[config.mk]
export PLATFORM = sky130hd
export DESIGN_NAME = aes_col_engine
export DESIGN_NICKNAME = d
export VERILOG_FILES = /design/src/rtl/aes_col_pkg.sv /design/src/rtl/aes_col_sbox.sv /design/src/rtl/aes_col_mix.sv /design/src/rtl/aes_col_engine.sv
export SDC_FILE = /design/constraint.sdc
export NUM_CORES = 1
export LEC_CHECK = 0
export BUFFER_PORTS_ARGS = -buffer_cell sky130_fd_sc_hd__buf_4
export CAP_MARGIN = 20
export CORE_ASPECT_RATIO = 0.5
export CORE_MARGIN = 2
export CORE_UTILIZATION = 55
export DETAILED_ROUTE_END_ITERATION = 16
export GPL_TIMING_DRIVEN = 0
export HOLD_SLACK_MARGIN = 0.1
export MAX_ROUTING_LAYER = met4
export PLACE_DENSITY = 0.74
export SLEW_MARGIN = 20
export SYNTH_ARGS = -nofsm -noshare
export SYNTH_HDL_FRONTEND = slang
export SYNTH_SLANG_ARGS = --single-unit
[constraint.sdc]
create_clock -name clk_i -period 21.7 [get_ports clk_i]
set_input_delay 0 -clock clk_i [delete_from_list [all_inputs] [get_ports clk_i]]
set_output_delay 0 -clock clk_i [all_outputs]
set_load 0.01 [all_outputs]
[src/rtl/aes_col_pkg.sv]
package aes_col_pkg;
  localparam int BYTE_W = 8;
  localparam int NROW   = 4;
  localparam int ROW_W  = $clog2(NROW);
  localparam int WORD_W = 2 * BYTE_W;
  localparam int ADDR_W = 2 * ROW_W;
  localparam int COLK_W = NROW * BYTE_W;

  typedef enum logic [1:0] {ST_IDLE, ST_RD, ST_WR} eng_st_e;

  function automatic logic [7:0] gf_x2(input logic [7:0] b);
    return {b[6:0], 1'b0} ^ (b[7] ? 8'h1b : 8'h00);
  endfunction

  function automatic logic [7:0] gf_mul(input logic [7:0] a, input logic [7:0] b);
    logic [7:0] acc;
    logic [7:0] sh;
    acc = 8'h00;
    sh  = a;
    for (int i = 0; i < 8; i++) begin
      if (b[i]) acc = acc ^ sh;
      sh = gf_x2(sh);
    end
    return acc;
  endfunction

  // multiplicative inverse as x^254, zero maps to zero
  function automatic logic [7:0] gf_inv(input logic [7:0] x);
    logic [7:0] r;
    logic [7:0] p;
    logic [7:0] e;
    r = 8'h01;
    p = x;
    e = 8'hfe;
    for (int i = 0; i < 8; i++) begin
      if (e[i]) r = gf_mul(r, p);
      p = gf_mul(p, p);
    end
    return r;
  endfunction

  function automatic logic [7:0] rotl8(input logic [7:0] v, input int n);
    return (v << n) | (v >> (8 - n));
  endfunction

  function automatic logic [7:0] sub_byte(input logic [7:0] x);
    logic [7:0] v;
    v = gf_inv(x);
    return v ^ rotl8(v, 1) ^ rotl8(v, 2) ^ rotl8(v, 3) ^ rotl8(v, 4) ^ 8'h63;
  endfunction
endpackage

[src/rtl/aes_col_sbox.sv]
module aes_col_sbox
  import aes_col_pkg::*;
(
  input  logic              en_i,
  input  logic [BYTE_W-1:0] din_i,
  output logic [BYTE_W-1:0] dout_o
);
  logic [BYTE_W-1:0] iso;
  assign iso    = en_i ? din_i : '0;
  assign dout_o = en_i ? sub_byte(iso) : '0;
endmodule

[src/rtl/aes_col_mix.sv]
module aes_col_mix
  import aes_col_pkg::*;
(
  input  logic              en_i,
  input  logic [COLK_W-1:0] rows_i,
  input  logic [ROW_W-1:0]  row_i,
  input  logic [BYTE_W-1:0] key_i,
  output logic [BYTE_W-1:0] dout_o
);
  logic [COLK_W-1:0] rows;
  logic [BYTE_W-1:0] key;
  logic [BYTE_W-1:0] b [NROW];

  assign rows = en_i ? rows_i : '0;
  assign key  = en_i ? key_i  : '0;

  for (genvar n = 0; n < NROW; n++) begin : g_pick
    logic [ROW_W-1:0] idx;
    assign idx  = row_i + ROW_W'(n);
    assign b[n] = rows[{idx, 3'b000} +: BYTE_W];
  end

  assign dout_o = gf_x2(b[0]) ^ gf_x2(b[1]) ^ b[1] ^ b[2] ^ b[3] ^ key;
endmodule

[src/rtl/aes_col_engine.sv]
module aes_col_engine
  import aes_col_pkg::*;
(
  input  logic              clk_i,
  input  logic              rst_ni,
  input  logic              start_i,
  input  logic [1:0]        col_i,
  input  logic              real_hi_i,
  input  logic [1:0]        shuf_i,
  input  logic [31:0]       rkey_i,
  output logic [3:0]        mem_addr_o,
  input  logic [15:0]       mem_rdata_i,
  output logic              mem_we_o,
  output logic [1:0]        mem_be_o,
  output logic [15:0]       mem_wdata_o,
  output logic              busy_o,
  output logic              done_o
);
  eng_st_e           st_q;
  logic [ROW_W-1:0]  cnt_q;
  logic [ROW_W-1:0]  col_q;
  logic [ROW_W-1:0]  off_q;
  logic              hi_q;
  logic [COLK_W-1:0] key_q;
  logic [BYTE_W-1:0] acc_q [NROW];

  logic              rd_act, wr_act;
  logic [ROW_W-1:0]  rd_col, wr_row, rd_slot;
  logic [BYTE_W-1:0] rd_byte, sb_out, mix_out, mix_key;
  logic [COLK_W-1:0] mix_in;

  assign rd_act  = (st_q == ST_RD);
  assign wr_act  = (st_q == ST_WR);
  assign rd_col  = col_q + cnt_q;       // row rotation folded into address
  assign rd_slot = cnt_q + off_q;       // shuffled accumulator slot
  assign wr_row  = cnt_q - off_q;       // undo shuffle on write-back
  assign rd_byte = hi_q ? mem_rdata_i[WORD_W-1:BYTE_W] : mem_rdata_i[BYTE_W-1:0];
  assign mix_key = key_q[{wr_row, 3'b000} +: BYTE_W];

  aes_col_sbox u_sbox (
    .en_i   (rd_act),
    .din_i  (rd_byte),
    .dout_o (sb_out)
  );

  for (genvar k = 0; k < NROW; k++) begin : g_rows
    logic [ROW_W-1:0] sl;
    assign sl = ROW_W'(k) + off_q;
    assign mix_in[k*BYTE_W +: BYTE_W] = acc_q[sl];
  end

  aes_col_mix u_mix (
    .en_i   (wr_act),
    .rows_i (mix_in),
    .row_i  (wr_row),
    .key_i  (mix_key),
    .dout_o (mix_out)
  );

  always_ff @(posedge clk_i or negedge rst_ni) begin
    if (!rst_ni) begin
      st_q  <= ST_IDLE;
      cnt_q <= '0;
      col_q <= '0;
      off_q <= '0;
      hi_q  <= 1'b0;
      key_q <= '0;
      for (int i = 0; i < NROW; i++) acc_q[i] <= '0;
    end else begin
      unique case (st_q)
        ST_IDLE: if (start_i) begin
          st_q  <= ST_RD;
          cnt_q <= '0;
          col_q <= col_i;
          off_q <= shuf_i;
          hi_q  <= real_hi_i;
          key_q <= rkey_i;
        end
        ST_RD: begin
          acc_q[rd_slot] <= sb_out;
          cnt_q <= cnt_q + 1'b1;
          if (cnt_q == ROW_W'(NROW - 1)) st_q <= ST_WR;
        end
        ST_WR: begin
          cnt_q <= cnt_q + 1'b1;
          if (cnt_q == ROW_W'(NROW - 1)) st_q <= ST_IDLE;
        end
        default: st_q <= ST_IDLE;
      endcase
    end
  end

  always_comb begin
    mem_addr_o  = '0;
    mem_we_o    = 1'b0;
    mem_be_o    = '0;
    mem_wdata_o = '0;
    if (rd_act) begin
      mem_addr_o = {rd_col, cnt_q};
    end else if (wr_act) begin
      mem_addr_o  = {col_q, wr_row};
      mem_we_o    = 1'b1;
      mem_be_o    = hi_q ? 2'b01 : 2'b10;
      mem_wdata_o = hi_q ? {{BYTE_W{1'b0}}, mix_out} : {mix_out, {BYTE_W{1'b0}}};
    end
  end

  assign busy_o = (st_q != ST_IDLE);
  assign done_o = wr_act && (cnt_q == ROW_W'(NROW - 1));
endmodule

**Word-level counts from Yosys, hierarchy flattened**

Cells that the tools add are included.

- Bits in registers: 73
- Input bits: 56
- Output and inout port bits: 25
- Word-level logic and storage cells: 497

- $add $sub $neg: 10
- $lt $le $gt $ge: 6
- Eq/ne operators: 6
- Shifts and indexed selects: 5
- Multiplexer cells: 241
- Bitwise logic cells: 210
- Reduce and logical (&&, ||, !) cells: 9

Operator list:

| cell | number |
|---|---|
| 8-bit XOR | 193 |
| 8-bit two-way mux | 118 |
| 5-bit two-way mux | 94 |
| 32-bit by 6-bit indexed part select with 8-bit output | 5 |
| 8-bit binary-select mux with 2-bit select | 4 |
| 16-bit two-way mux | 3 |
| 32-bit bitwise mux | 1 |
| 32-bit two-way mux | 1 |
| 8-bit demux with 2-bit select | 1 |
| 2-bit two-way mux | 8 |
| 3-bit >= comparator, second input constant | 5 |
| 2-bit NOT with 3-bit output | 5 |
| 4-bit two-way mux | 3 |
| 8-bit by 1-bit OR with 8-bit output | 1 |
| 8-bit by 2-bit OR with 8-bit output | 1 |
| 8-bit by 3-bit OR with 8-bit output | 1 |
| 8-bit by 4-bit OR with 8-bit output | 1 |
| 7-bit two-way mux | 1 |
| 1-bit NOT, first input constant | 7 |
| 6-bit two-way mux | 1 |
| 2-bit inequality test, second input constant | 3 |
| 2-bit case mux with 3 select lines | 1 |
| 2-bit by 1-bit adder with 2-bit output, second input constant | 2 |
| 2-bit adder | 2 |
| 17 further kinds | 25 |

**Logic depth before layout (Yosys ltp)**

- Depth in word-level cells: 137
- Mapped depth: 76

**Hierarchy**

Synthesis repeated with hierarchy kept, for this count alone.

- Cells, all modules: 2,565
- Area total of the unflattened synthesis: 21,819.7 µm²

Modules (own cells, without submodules):

| module | instances | cells each | area an instance (µm²) |
|---|---|---|---|
| aes_col_sbox | 1 | 2,162 | 16,293.1 |
| aes_col_engine | 1 | 273 | 4,194.0 |
| aes_col_mix | 1 | 130 | 1,332.5 |

**Least setup slack after synthesis**

OpenSTA, ideal clock, no wires.

- Path kind: flip-flop to flip-flop
- Start point: register st_q[1]
- End point: register acc_q[21] (netlist bit)
- Data arrival time: 15.681 ns
- Data required time: 21.570 ns
- Slack: 5.889 ns
- Cell stages (with the launch flop): 73
- Path buffers: 12
- Clock period less this slack: 15.811 ns
- Path through: dfrtp_1 inv_1 ha_1 buf_2 buf_2 nand2_1 inv_1 ha_1 clkbuf_1 xnor3_1 nor2_1 xnor2_1 xor2_1 inv_2 buf_2 ha_1 clkbuf_1 xor3_1 [37 not listed] xnor2_4 buf_2 xor2_1 xor2_1 nor2_1 xnor2_1 xnor2_1 xnor2_1 nand3_1 a211oi_1 nand2b_1 a21oi_1 o22ai_1 xnor3_1 xnor3_1 xnor3_2 xnor3_1 o21ai_1

- Word-level cells in the longest chain between the ends: 134
- Elaborated cells between the ends (all ways): 398
- Classes of those cells: eq/ne (1); mux (206); bitwise (191)

Ends and longest elaborated chain:

| element | line | RTL |
|---|---|---|
| start: declaration | aes_col_engine.sv:19 | `eng_st_e st_q;` |
| start signal: assignment | aes_col_engine.sv:62 | `st_q <= ST_IDLE;` |
| start signal: assignment | aes_col_engine.sv:72 | `st_q <= ST_RD;` |
| start signal: assignment | aes_col_engine.sv:82 | `if (cnt_q == ROW_W'(NROW - 1)) st_q <= ST_WR;` |
| 2-bit by 1-bit == test with 1-bit output (*) | aes_col_engine.sv:32, aes_col_engine.sv:70 |  |
| 8-bit two-way mux | aes_col_sbox.sv:9 | `assign iso = en_i ? din_i : '0;` |
| 5-bit two-way mux (tied with other cells) | aes_col_pkg.sv:12 | `return {b[6:0], 1'b0} ^ (b[7] ? 8'h1b : 8'h00);` |
| 8-bit XOR, on equally long branches | aes_col_pkg.sv:12, aes_col_pkg.sv:21 |  |
| 8-bit XOR or 8-bit two-way mux (tied branches) | aes_col_pkg.sv:21 | `if (b[i]) acc = acc ^ sh;` |
| 8-bit two-way mux or 8-bit XOR (tied branches) | aes_col_pkg.sv:21 |  |
| 8-bit XOR or 8-bit two-way mux (tied branches) | aes_col_pkg.sv:21 |  |
| 8-bit two-way mux or 8-bit XOR (tied branches) | aes_col_pkg.sv:21 |  |
| [115 not listed] | - |  |
| 8-bit two-way mux | aes_col_pkg.sv:21 |  |
| 8-bit XOR | aes_col_pkg.sv:21 |  |
| 8-bit two-way mux | aes_col_pkg.sv:21 |  |
| 8-bit by 1-bit OR with 8-bit output | aes_col_pkg.sv:43 | `return (v << n) \| (v >> (8 - n));` |
| 8-bit XOR (4 in a row) | aes_col_pkg.sv:49 | `return v ^ rotl8(v, 1) ^ rotl8(v, 2) ^ rotl8(v, 3) ^ rotl8(v, 4) ^ 8'h63;` |
| 4-bit NOT (no source line) | - |  |
| 8-bit two-way mux | aes_col_sbox.sv:10 | `assign dout_o = en_i ? sub_byte(iso) : '0;` |
| 32-bit bitwise mux | aes_col_engine.sv:80 | `acc_q[rd_slot] <= sb_out;` |
| end signal: indexed assignment | aes_col_engine.sv:80 |  |
| end: declaration | aes_col_engine.sv:25 | `logic [BYTE_W-1:0] acc_q [NROW];` |

Mark *: on every way between the ends. The rest lies on a longest branch, timed or not.
A chain may end at the register's enable or synchronous reset.

**Worst setup path after layout**

- Start point: register st_q[1]
- End point: register acc_q[12] (netlist bit)

- Word-level cells in the longest chain between the ends: 133
- Elaborated cells between the ends (all ways): 397
- Classes of those cells: eq/ne (1); mux (206); bitwise (190)

Ends and longest elaborated chain:

| element | line |
|---|---|
| 2-bit by 1-bit == test with 1-bit output (*) | aes_col_engine.sv:32, aes_col_engine.sv:70 |
| 8-bit two-way mux | aes_col_sbox.sv:9 |
| 5-bit two-way mux (tied with other cells) | aes_col_pkg.sv:12 |
| 8-bit XOR, on equally long branches | aes_col_pkg.sv:12, aes_col_pkg.sv:21 |
| 8-bit XOR or 8-bit two-way mux (tied branches) | aes_col_pkg.sv:21 |
| 8-bit two-way mux or 8-bit XOR (tied branches) | aes_col_pkg.sv:21 |
| 8-bit XOR or 8-bit two-way mux (tied branches) | aes_col_pkg.sv:21 |
| 8-bit two-way mux or 8-bit XOR (tied branches) | aes_col_pkg.sv:21 |
| [114 not listed] | - |
| 8-bit XOR | aes_col_pkg.sv:21 |
| 8-bit two-way mux | aes_col_pkg.sv:21 |
| 8-bit XOR | aes_col_pkg.sv:21 |
| 8-bit two-way mux | aes_col_pkg.sv:21 |
| 8-bit by 1-bit OR with 8-bit output | aes_col_pkg.sv:43 |
| 8-bit XOR (4 in a row) | aes_col_pkg.sv:49 |
| 8-bit two-way mux | aes_col_sbox.sv:10 |
| 32-bit bitwise mux | aes_col_engine.sv:80 |

Marked as above.

==> flow_summary.json <==
{
  "cp_max_fo": 10,
  "fillCellCount": 3326,
  "syn-num-nets": 2667,
  "clockBufferDepth": 2,
  "drv_slew": 0,
  "criticalPathCategory": "flop to flop",
  "clk_pin_slew_ns": 0.05,
  "cp_common_cell": "xnor2_1",
  "endpoint_kind": "flop",
  "synth_area_leaders": "xnor2_1 (19%), xnor3_1 (9.7%), dfrtp_1 (8.8%)",
  "synthSimpleGateAreaFrac_pct": 19.0,
  "numCtsBuffers": 9,
  "wl_per_cell_um": 18.6,
  "hpwl_um": 45000,
  "die_y_um": 142,
  "drt-initial-drc-count": 1958,
  "met1_usage_pct": 40.0,
  "cts_tree": "yes",
  "clk_latency_ns": 0.34,
  "grtUsageTotal_pct": 30.1,
  "drt-total-wl_um": 59600,
  "synth_cells": 2596,
  "num_rows": 50,
  "clock_skew_ns": 0.00458,
  "hold_class": "input port to asynchronous set/reset pin",
  "port-buffer-count": 68,
  "yosys.area.top_type": "xnor2_1",
  "tightest_slew_ns": 1.25,
  "max_cap_violations": 0,
  "yosys_most_used_dff": "dfrtp_1",
  "use_met2_pct": 49.4,
  "period_needed_ns": 19.75,
  "io_pins": 81,
  "hold_viol_final": 0,
  "diodes": 0,
  "place.gp.congestion": 0.959,
  "regToRegSetupSlack_ns": 1.95,
  "clock-sinks": 73,
  "die_x_um": 279,
  "vias": 19427,
  "ys_ff_latch": 73,
  "hold_buffers": 39,
  "cts_root_buf": "clkbuf_16",
  "worstPathArrival_ns": 19.99,
  "cts_max_level": 3,
  "netlist.area_leader.share_pct": 18.6,
  "fmax_ghz": 0.0506,
  "crit_family": "XOR/XNOR gates",
  "yosysWarningCount": 0,
  "area.growth.synth_to_final_pct": 8.59,
  "synth_cell_type_count": 101,
  "cts_resized": 0,
  "tns_ns": 0,
  "setup_violations": 0,
  "synth_xor_area_share_pct": 40.3,
  "grt.overflow.total": 0,
  "nets": 2785,
  "drive_above_1_share_pct": 12.9,
  "avgSynthCellArea_sq_um": 8.03,
  "grtUsageMet3_pct": 2.85,
  "start_util_pct": 55.8,
  "dieArea_sq_um": 39600,
  "fin_hold_ws_ns": 0.348,
  "muxShareOfSynthArea_pct": 11.3,
  "top_usage_layer": "met2",
  "cp_slowest_stage_delay_ns": 0.75,
  "yosys.area_share.adder_pct": 0.900,
  "cp_num_buf_inv": 22,
  "antenna_found_initial": 0,
  "crit_slowest_cell": "xor2_1",
  "max_slew_margin_pct": 15.9,
  "rsz0062_at_grt": "no",
  "post-cts-setup-buffer-count": 0,
  "regToRegStartpoint": "st_q[1]",
  "finalCritPeriodShare_pct": 91.0,
  "grt_pass1_wl_um": 95600,
  "synth.cell_area_sq_um": 20900,
  "detail-route-antenna-nets": 0,
  "crit_path_start_kind": "flop",
  "grt_pass1_vias": 18311,
  "crit_start": "st_q[1]",
  "vias_per_cell": 6.05,
  "core_area_sq_um": 37300,
  "grt_start_max_net_pins": 74,
  "synth_compound_area_share_pct": 15.1,
  "synth_edf_count": 0,
  "drc": 0,
  "status": "finished clean",
  "synth_seq_area_share_pct": 8.76,
  "dr.pass1.iters": 6,
  "async_reset_ff_share_pct": 100,
  "synth_top_family_by_area": "XOR/XNOR gates",
  "worst_ep_required_time_ns": 21.94
}
## final timing paths
kind                              to  cells past startpoint
max                        acc_q[12]                     65
min in group clk_i          key_q[0]                      3
max in group asynchronous  acc_q[28]                      2
min reg2reg                key_q[15]                      1
min                        key_q[17]                      2
max reg2reg                acc_q[12]                     65
## routing by layer
metal	up-vias	share of wire, %
met5	-	0
met4	0	2.1
met3	119	7.2
met2	858	46
met1	9231	44
li1	9219	-
## cell families (layout without fill, tap and decap cells)
group                      Yosys count  in the layout
muxes                              176            176
adders and majority gates           15             15
AOI/OAI and AO/OA                  490            490
DFF                                 73             73
and+or+nand+nor                    896            896
buffers and inverters              217            338
xor gates and xnor gates           729            729
## layout by cell type, fill, tap and decap left out, types with 30 or more instances in the layout
cell,synthesis,final
xnor2_1,443,442
nor2_1,350,350
nand2_1,286,286
xor2_1,125,125
a21oi_1,117,117
clkbuf_1,98,101
o21ai_0,92,92
xnor3_1,90,90
buf_4,11,79
mux2i_1,75,75
dfrtp_1,73,73
nand3_1,67,67
mux2_2,57,57
buf_2,53,53
o21ai_1,53,53
nor3_1,45,45
mux4_2,42,42
o22ai_1,39,39
dlygate4sd3_1,0,39
xnor2_2,29,30
## cell usage after synthesis (20+ instances only)
cell type and count:
a211oi_1 26, a21oi_1 117, a31oi_1 20, buf_2 53, clkbuf_1 98, dfrtp_1 73
inv_1 25, mux2_2 57, mux2i_1 75, mux4_2 42, nand2_1 286, nand3_1 67
nor2_1 350, nor3_1 45, o21ai_0 92, o21ai_1 53, o22ai_1 39, xnor2_1 443
xnor2_2 29, xnor3_1 90, xor2_1 125
## state kept, by name, summed over array words and instances (netlist names)
name,flops
off_q,2
st_q,2
col_q,2
cnt_q,2
hi_q,1
acc_q,32
key_q,32
## cell type report
cell class	count	area (sq um)	area share [%]
buffer	183	825	3.64
clock buffer	14	264	1.17
inverter	34	128	0.564
multi-input combinational	2306	18100	79.9
sequential	73	1830	8.07
tap	494	618	2.73
timing repair buffer	107	901	3.98
## metrics by stage
| stage | instances | util [%] | setup WS [ns] | cell area [sq um] |
|---|---|---|---|---|
| after floorplan | 2596 | - | 5.89 | 20900 |
| after global placement | 3158 | 58.9 | 2.76 | 22000 |
| after detailed placement | 3158 | 58.9 | 2.54 | 22000 |
| after CTS | 3211 | 60.6 | 2.32 | 22600 |
| after global routing | 3211 | 60.6 | 0.819 | 22600 |
| final | 3211 | 60.6 | 1.95 | 22600 |
## worst reg2reg max path: cells and delay by family (launching register included)
| kind | cells | cell delay, ns |
|---|---|---|
| xor+xnor | 21 | 7.94 |
| buf+inv | 22 | 6.41 |
| simple gates | 10 | 1.83 |
| fa+ha+maj | 5 | 1.48 |
| compound gates | 5 | 1.06 |
| mux | 2 | 0.58 |
| flops | 1 | 0.37 |
Power is not shown: default switching activity piles up to over one toggle a cycle in this logic, so the estimate is an artifact.
